--- config.mk ---
export PLATFORM = sky130hd
export DESIGN_NAME = cc_lazy_flags
export DESIGN_NICKNAME = d
export VERILOG_FILES = /design/src/rtl/cc_pkg.sv /design/src/rtl/cc_eval.sv /design/src/rtl/cc_pack.sv /design/src/rtl/cc_state.sv /design/src/rtl/cc_lazy_flags.sv
export SDC_FILE = /design/constraint.sdc
export NUM_CORES = 1
export LEC_CHECK = 0
export ABC_AREA = 0
export BUFFER_PORTS_ARGS = -buffer_cell sky130_fd_sc_hd__buf_4
export CAP_MARGIN = 20
export CORE_MARGIN = 2
export CORE_UTILIZATION = 57
export CTS_CLUSTER_SIZE = 8
export DETAILED_ROUTE_END_ITERATION = 8
export GPL_ROUTABILITY_DRIVEN = 0
export GPL_TIMING_DRIVEN = 0
export MAX_ROUTING_LAYER = met4
export PLACE_DENSITY = 0.82
export SYNTH_ARGS = -nofsm -noshare
export SYNTH_HDL_FRONTEND = slang
export SYNTH_SLANG_ARGS = --single-unit
--- constraint.sdc ---
create_clock -name clk_i -period 6.65 [get_ports clk_i]
set_clock_uncertainty 0.1 [all_clocks]
set_input_delay 0 -clock clk_i [delete_from_list [all_inputs] [get_ports clk_i]]
set_output_delay 0 -clock clk_i [all_outputs]
set_load 0.03 [all_outputs]
--- src/rtl/cc_pkg.sv ---
package cc_pkg;
  localparam logic [3:0] CC_FLAGS = 4'd0;
  localparam logic [3:0] CC_ADD_B = 4'd1;
  localparam logic [3:0] CC_SUB_B = 4'd4;
  localparam logic [3:0] CC_CMP_B = 4'd7;
  localparam logic [3:0] CC_LAST  = 4'd9;
  localparam logic [15:0] SR_KEEP = 16'hFFE0;

  typedef enum logic [1:0] {K_FLAGS, K_ADD, K_SUB, K_CMP} cc_kind_e;
endpackage

--- src/rtl/cc_eval.sv ---
module cc_eval #(
  parameter int DATA_W = 32
) (
  input  logic [3:0]        tag_i,
  input  logic [DATA_W-1:0] res_i,
  input  logic [DATA_W-1:0] src_i,
  input  logic              x_i,
  input  logic [DATA_W-1:0] n_i,
  input  logic [DATA_W-1:0] z_i,
  input  logic [DATA_W-1:0] v_i,
  input  logic              c_i,
  output logic              nx_x_o,
  output logic [DATA_W-1:0] nx_n_o,
  output logic [DATA_W-1:0] nx_z_o,
  output logic [DATA_W-1:0] nx_v_o,
  output logic              nx_c_o,
  output logic              known_o
);
  import cc_pkg::*;

  function automatic logic [DATA_W-1:0] sext(input logic [DATA_W-1:0] v, input logic [1:0] sz);
    case (sz)
      2'd0:    sext = {{(DATA_W-8){v[7]}}, v[7:0]};
      2'd1:    sext = {{(DATA_W-16){v[15]}}, v[15:0]};
      default: sext = v;
    endcase
  endfunction

  cc_kind_e          kind;
  logic [1:0]        sz;
  logic [DATA_W-1:0] r_e, s1_e, s2_e, ov;
  logic              cy;

  always_comb begin
    kind    = K_FLAGS;
    sz      = 2'd0;
    known_o = 1'b1;
    if (tag_i == CC_FLAGS) begin
      kind = K_FLAGS;
    end else if (tag_i < CC_SUB_B) begin
      kind = K_ADD;
      sz   = 2'(tag_i - CC_ADD_B);
    end else if (tag_i < CC_CMP_B) begin
      kind = K_SUB;
      sz   = 2'(tag_i - CC_SUB_B);
    end else if (tag_i <= CC_LAST) begin
      kind = K_CMP;
      sz   = 2'(tag_i - CC_CMP_B);
    end else begin
      known_o = 1'b0;
    end
  end

  always_comb begin
    s2_e = sext(src_i, sz);
    r_e  = sext(res_i, sz);
    s1_e = r_e;
    ov   = '0;
    cy   = 1'b0;
    nx_x_o = x_i;
    nx_n_o = n_i;
    nx_z_o = z_i;
    nx_v_o = v_i;
    nx_c_o = c_i;
    if (known_o) begin
      unique case (kind)
        K_ADD: begin
          s1_e = sext(res_i - src_i, sz);
          ov   = (r_e ^ s1_e) & ~(s1_e ^ s2_e);
          cy   = r_e < s2_e;
        end
        K_SUB: begin
          s1_e = sext(res_i + src_i, sz);
          ov   = (r_e ^ s1_e) & (s1_e ^ s2_e);
          cy   = s1_e < s2_e;
        end
        K_CMP: begin
          // result slot holds the first operand
          s1_e = sext(res_i, sz);
          r_e  = sext(res_i - src_i, sz);
          ov   = (r_e ^ s1_e) & (s1_e ^ s2_e);
          cy   = s1_e < s2_e;
        end
        default: ;
      endcase
      if (kind != K_FLAGS) begin
        nx_n_o = r_e;
        nx_z_o = r_e;
        nx_v_o = {DATA_W{ov[DATA_W-1]}};
        nx_c_o = cy;
        if (kind != K_CMP) nx_x_o = cy;
      end
    end
  end
endmodule

--- src/rtl/cc_pack.sv ---
module cc_pack #(
  parameter int DATA_W = 32
) (
  input  logic              x_i,
  input  logic              n_neg_i,
  input  logic [DATA_W-1:0] z_i,
  input  logic              v_neg_i,
  input  logic              c_i,
  output logic [7:0]        ccr_o
);
  // Z internal form: zero word means flag set
  assign ccr_o = {3'b000, x_i, n_neg_i, ~|z_i, v_neg_i, c_i};
endmodule

--- src/rtl/cc_state.sv ---
module cc_state #(
  parameter int DATA_W = 32
) (
  input  logic              clk_i,
  input  logic              rst_ni,
  input  logic              rec_we_i,
  input  logic [3:0]        rec_tag_i,
  input  logic [DATA_W-1:0] rec_res_i,
  input  logic [DATA_W-1:0] rec_src_i,
  input  logic              ccr_we_i,
  input  logic [4:0]        ccr_wdata_i,
  input  logic              sr_we_i,
  input  logic [15:0]       sr_wdata_i,
  input  logic              flush_i,
  input  logic              nx_x_i,
  input  logic [DATA_W-1:0] nx_n_i,
  input  logic [DATA_W-1:0] nx_z_i,
  input  logic [DATA_W-1:0] nx_v_i,
  input  logic              nx_c_i,
  input  logic              known_i,
  output logic [3:0]        tag_o,
  output logic [DATA_W-1:0] res_o,
  output logic [DATA_W-1:0] src_o,
  output logic              x_o,
  output logic [DATA_W-1:0] n_o,
  output logic [DATA_W-1:0] z_o,
  output logic [DATA_W-1:0] v_o,
  output logic              c_o,
  output logic [15:0]       sr_o
);
  import cc_pkg::*;

  localparam logic [DATA_W-1:0] Z_CLEAR = DATA_W'(1);

  logic [10:0] sr_hi_q;
  logic [4:0]  ld;
  logic        ld_en, fold_en;

  assign ld      = sr_we_i ? sr_wdata_i[4:0] : ccr_wdata_i;
  assign ld_en   = sr_we_i | ccr_we_i;
  assign fold_en = !ld_en && (rec_we_i || flush_i);
  assign sr_o    = {sr_hi_q, 5'b0};

  always_ff @(posedge clk_i or negedge rst_ni) begin
    if (!rst_ni) begin
      sr_hi_q <= '0;
      tag_o   <= CC_FLAGS;
      res_o   <= '0;
      src_o   <= '0;
      x_o     <= 1'b0;
      n_o     <= '0;
      z_o     <= Z_CLEAR;
      v_o     <= '0;
      c_o     <= 1'b0;
    end else begin
      if (sr_we_i) sr_hi_q <= sr_wdata_i[15:5] & SR_KEEP[15:5];
      if (ld_en) begin
        tag_o <= CC_FLAGS;
        x_o   <= ld[4];
        n_o   <= {DATA_W{ld[3]}};
        z_o   <= ld[2] ? '0 : Z_CLEAR;
        v_o   <= {DATA_W{ld[1]}};
        c_o   <= ld[0];
      end else if (fold_en) begin
        x_o <= nx_x_i;
        n_o <= nx_n_i;
        z_o <= nx_z_i;
        v_o <= nx_v_i;
        c_o <= nx_c_i;
        if (rec_we_i) begin
          tag_o <= rec_tag_i;
          res_o <= rec_res_i;
          src_o <= rec_src_i;
        end else begin
          tag_o <= CC_FLAGS;
        end
      end
    end
  end

  p_sr_mask_r8: assert property (@(posedge clk_i) disable iff (!rst_ni)
    sr_we_i |=> sr_o == ($past(sr_wdata_i) & SR_KEEP));

  p_ccr_load_r7: assert property (@(posedge clk_i) disable iff (!rst_ni)
    (ccr_we_i && !sr_we_i) |=> (tag_o == CC_FLAGS) && (x_o == $past(ccr_wdata_i[4]))
      && ((z_o == '0) == $past(ccr_wdata_i[2])) && (c_o == $past(ccr_wdata_i[0])));

  p_flush_tag_r9: assert property (@(posedge clk_i) disable iff (!rst_ni)
    (flush_i && !rec_we_i && !ccr_we_i && !sr_we_i) |=> tag_o == CC_FLAGS);

  p_unknown_hold_r11: assert property (@(posedge clk_i) disable iff (!rst_ni)
    (flush_i && !known_i && !rec_we_i && !ccr_we_i && !sr_we_i)
      |=> $stable(x_o) && $stable(c_o) && $stable(n_o) && $stable(z_o) && $stable(v_o));

  p_cmp_keeps_x_r5: assert property (@(posedge clk_i) disable iff (!rst_ni)
    (tag_o >= CC_CMP_B && tag_o <= CC_LAST) |-> nx_x_i == x_o);

  p_record_r10: assert property (@(posedge clk_i) disable iff (!rst_ni)
    (rec_we_i && !ccr_we_i && !sr_we_i) |=> tag_o == $past(rec_tag_i));
endmodule

--- src/rtl/cc_lazy_flags.sv ---
module cc_lazy_flags #(
  parameter int DATA_W = 32
) (
  input  logic              clk_i,
  input  logic              rst_ni,
  input  logic              rec_we_i,
  input  logic [3:0]        rec_tag_i,
  input  logic [DATA_W-1:0] rec_res_i,
  input  logic [DATA_W-1:0] rec_src_i,
  input  logic              ccr_we_i,
  input  logic [4:0]        ccr_wdata_i,
  input  logic              sr_we_i,
  input  logic [15:0]       sr_wdata_i,
  input  logic              flush_i,
  output logic [7:0]        ccr_o,
  output logic [15:0]       sr_o,
  output logic [3:0]        tag_o,
  output logic              err_o,
  output logic              x_o,
  output logic [DATA_W-1:0] n_o,
  output logic [DATA_W-1:0] z_o,
  output logic [DATA_W-1:0] v_o,
  output logic              c_o
);
  logic [DATA_W-1:0] res_q, src_q, nx_n, nx_z, nx_v;
  logic              nx_x, nx_c, known;

  cc_state #(.DATA_W(DATA_W)) u_state (
    .clk_i, .rst_ni, .rec_we_i, .rec_tag_i, .rec_res_i, .rec_src_i,
    .ccr_we_i, .ccr_wdata_i, .sr_we_i, .sr_wdata_i, .flush_i,
    .nx_x_i(nx_x), .nx_n_i(nx_n), .nx_z_i(nx_z), .nx_v_i(nx_v), .nx_c_i(nx_c),
    .known_i(known),
    .tag_o, .res_o(res_q), .src_o(src_q),
    .x_o, .n_o, .z_o, .v_o, .c_o, .sr_o
  );

  cc_eval #(.DATA_W(DATA_W)) u_eval (
    .tag_i(tag_o), .res_i(res_q), .src_i(src_q),
    .x_i(x_o), .n_i(n_o), .z_i(z_o), .v_i(v_o), .c_i(c_o),
    .nx_x_o(nx_x), .nx_n_o(nx_n), .nx_z_o(nx_z), .nx_v_o(nx_v), .nx_c_o(nx_c),
    .known_o(known)
  );

  cc_pack #(.DATA_W(DATA_W)) u_pack (
    .x_i(nx_x), .n_neg_i(nx_n[DATA_W-1]), .z_i(nx_z),
    .v_neg_i(nx_v[DATA_W-1]), .c_i(nx_c), .ccr_o
  );

  assign err_o = ~known;
endmodule

==> metrics <==
row cnt=53; Post-synth ARST share=1.000; switching power total=between 2 and 2.5 mW; Flop pwr share=0.239; CTS tree=done; Netlist cell types=approximately 90; final hold violations=26; WP data required=just under 7 ns; grt total ovfl=0; Setup TNS=0 ns; synthesized flop and latch total=147; Longest Clk Path Bufs=2; leak pwr=between 7 and 8 nW; I/O Pins=~220; fin crit share=0.9609; Arrival @ worst endpoint=6.67 ns; Seq/Total Area, Yosys=0.3067; Pwr per Cell Area=between 300 and 400 nW/um2; initial DRC count=1,234; largest net degree at the start of global routing=97; Synth Instances=1,417; Final setup viols=0; unrepaired setup endpoints after global routing=false; Worst-path clk slew=0.07 ns; Worst Tran Pin Value=~1.1 ns; clock sink count=147; Port Buf Inserts=~210; Total Power=around 4.8 mW; post-route minimum period=~6.4 ns; hpwl dp=~30,000 um; Filler cells=approximately 1,500; Rel. slew slack=0.2739; vias in the first global route=12,623; drt pass-1 iters=8; routed via count=12,802; Hold WS=-0.02611 ns; f_max=156.5 MHz; # diodes=0; die area=about 22,000 um2; Hold Crit Class=input pin to async pin; Max Cap Viol=0; wirelength, routed=~42,000 um; outcome=finished with violations; Skew-Pair Late Insertion Delay=approximately 0.44 ns; number of antenna violations at the first check in global routing=0; Die W=149.1 um; Vias/cell=6.254; syn avg cell area=~8.5 um2; Pins Over Slew Limit=0; top_reg_cell synth=dfrtp_1; number of synthesized flops with an enable pin=0; DRC=0; combinational share of power=0.543; Worst setup SP type=flip-flop; failing checks=hold timing; DR WL/cell=20.59 um; initial core utilization=0.5763; height of the die=between 100 and 150 um; Cell Area, Synth=~12,000 um2; CP Class=flip-flop to flip-flop; Internal Pwr Total=between 2 and 3 mW; first-pass GRT wire length=66,030 um; GRT Total Usage=0.3871; CTS H-tree depth=4; crit end category=flip-flop; Area Growth Syn to Fin=30.48%; Synth warnings=0; commonest non-fill, non-tap cell in the layout=buf_4; final antenna-violating net count=0; Switching Fraction=0.4534; fraction of layout cells with a size suffix above 1=0.2116; clock root cell=clkbuf_16; critical path peak fanout=10; CTS Buf Count=17; clock power share=0.218; Core Area=approximately 21,000 um2; most frequent cells in the layout=256 x buf_4, 155 x a21oi_1, 146 x dfrtp_1; VDD IR max=between 0.15 and 0.2 mV; nets=between 1,500 and 2,000
[final timing paths]
path                                                startpoint                        endpoint  slack, ns  depth (start not counted)
worst max-delay path              u_state.tag_o[0]$_DFFE_PN0P_         u_state.x_o$_DFFE_PN0P_       0.26                         23
worst min-delay path                                    rst_ni    u_state.res_o[8]$_DFFE_PN0P_      -0.03                          2
worst max register to register    u_state.tag_o[0]$_DFFE_PN0P_         u_state.x_o$_DFFE_PN0P_       0.26                         23
worst min register to register  u_state.sr_hi_q[1]$_DFFE_PN0P_  u_state.sr_hi_q[1]$_DFFE_PN0P_       0.41                          1
max in group asynchronous                               rst_ni      u_state.z_o[0]$_DFFE_PN1P_       5.60                          3
min in group clk_i                                    rec_we_i     u_state.z_o[19]$_DFFE_PN0P_       0.07                          4
[per-layer routing]
layer,vias up,GRT usage,wire (um),share of wire
met5,-,-,0,0
met4,0,0.1895,2379,0.056
met3,223,0.07890,3807,0.090
met2,799,0.6118,19790,0.47
met1,6035,0.4747,16160,0.38
li1,5745,-,-,-
[Yosys cell counts, drive strengths merged, types with 18 or more instances]
cell type	number	area, um2
nor3	24	130.1
o21a	18	135.1
buf	59	411.6
dfrtp	146	3654
clkbuf	64	240.2
a22oi	31	232.7
nand2	84	315.3
nor2	142	533.0
o21ai	97	489.2
ha	111	1389
mux2	42	473.0
a21oi	157	793.3
inv	74	277.8
a21o	30	225.2
xnor2	41	359.1
[worst max-delay path, stage by stage (launching register included)]
cell	delay (ns)
dfrtp_1	0.56
inv_1	0.14
ha_1	0.30
o21bai_2	0.34
a21oi_4	0.18
a2bb2oi_4	0.38
clkbuf_1	0.44
clkbuf_1	0.48
buf_1	0.51
o21a_1	0.18
ha_1	0.25
a21oi_1	0.16
nor2b_1	0.06
o21ai_0	0.15
nand2b_1	0.09
a21oi_1	0.21
nor2b_1	0.07
o211ai_1	0.20
o311ai_0	0.19
a211o_1	0.29
o21ai_2	0.14
nor3_2	0.09
o31ai_2	0.21
dlygate4sd3_1	0.58
[metrics by stage]
stage                     hold WS [ns]  setup WS, ns  utilization  instance area, um2  std cells
after floorplan                -0.3956         1.936            -               12030       1424
after global placement          0.1054        0.8641       0.6708               13970       1912
after detailed placement       -0.1227        0.7855       0.6723               14000       1913
after CTS                     0.006631        0.2380       0.7502               15620       2046
after global routing           0.03907       0.02469       0.7519               15660       2047
final                         -0.02611        0.2603       0.7519               15660       2047
[flip-flops by register name, summed over array words and instances (netlist names)]
| signal | count |
|---|---|
| u_state.c_o | 1 |
| u_state.n_o | 32 |
| u_state.res_o | 32 |
| u_state.sr_hi_q | 11 |
| u_state.src_o | 32 |
| u_state.tag_o | 4 |
| u_state.v_o | 2 |
| u_state.x_o | 1 |
| u_state.z_o | 32 |
[power groups by stage]
| stage | clock network, mW | registers (mW) | logic [mW] |
|---|---|---|---|
| after global routing | 1.07 | 1.15 | 2.82 |
| after CTS | 1.03 | 1.14 | 2.51 |
| after global placement | 0 | 1.15 | 2.36 |
| after detailed placement | 0 | 1.15 | 2.43 |
| after floorplan | 0 | 1.19 | 1.69 |
| final | 1.04 | 1.15 | 2.60 |
[kinds of logic after synthesis]
logic type | synth area share
AOI/OAI and AO/OA | 0.2636
and+or+nand+nor | 0.1455
buffers and inverters | 0.07748
DFF | 0.3067
adders and majority gates | 0.1235
xor gates and xnor gates | 0.03942
muxes | 0.04359
other | 0.0003125
[repair_timing]
item,4_1_cts,5_1_grt
setup endpoints to repair,0,4
hold endpoints to repair,237,0
gates resized for setup,0,6
buffers inserted,0,1
hold buffers,101,0
[area by class of cell]
type / instances / area [um2] / area share
Multi-Input combinational cell: 1080 / 7442 / 0.4753
Sequential cell: 147 / 3680 / 0.2350
Timing Repair Buffer: 316 / 2649 / 0.1692
Buffer: 123 / 653.1 / 0.04172
Clock buffer: 17 / 425.4 / 0.02717
Tap cell: 275 / 344.1 / 0.02198
Inverter: 74 / 277.8 / 0.01774
Clock inverter: 15 / 185.2 / 0.01183
No activity file was read; power rests on OpenSTA's default activity.
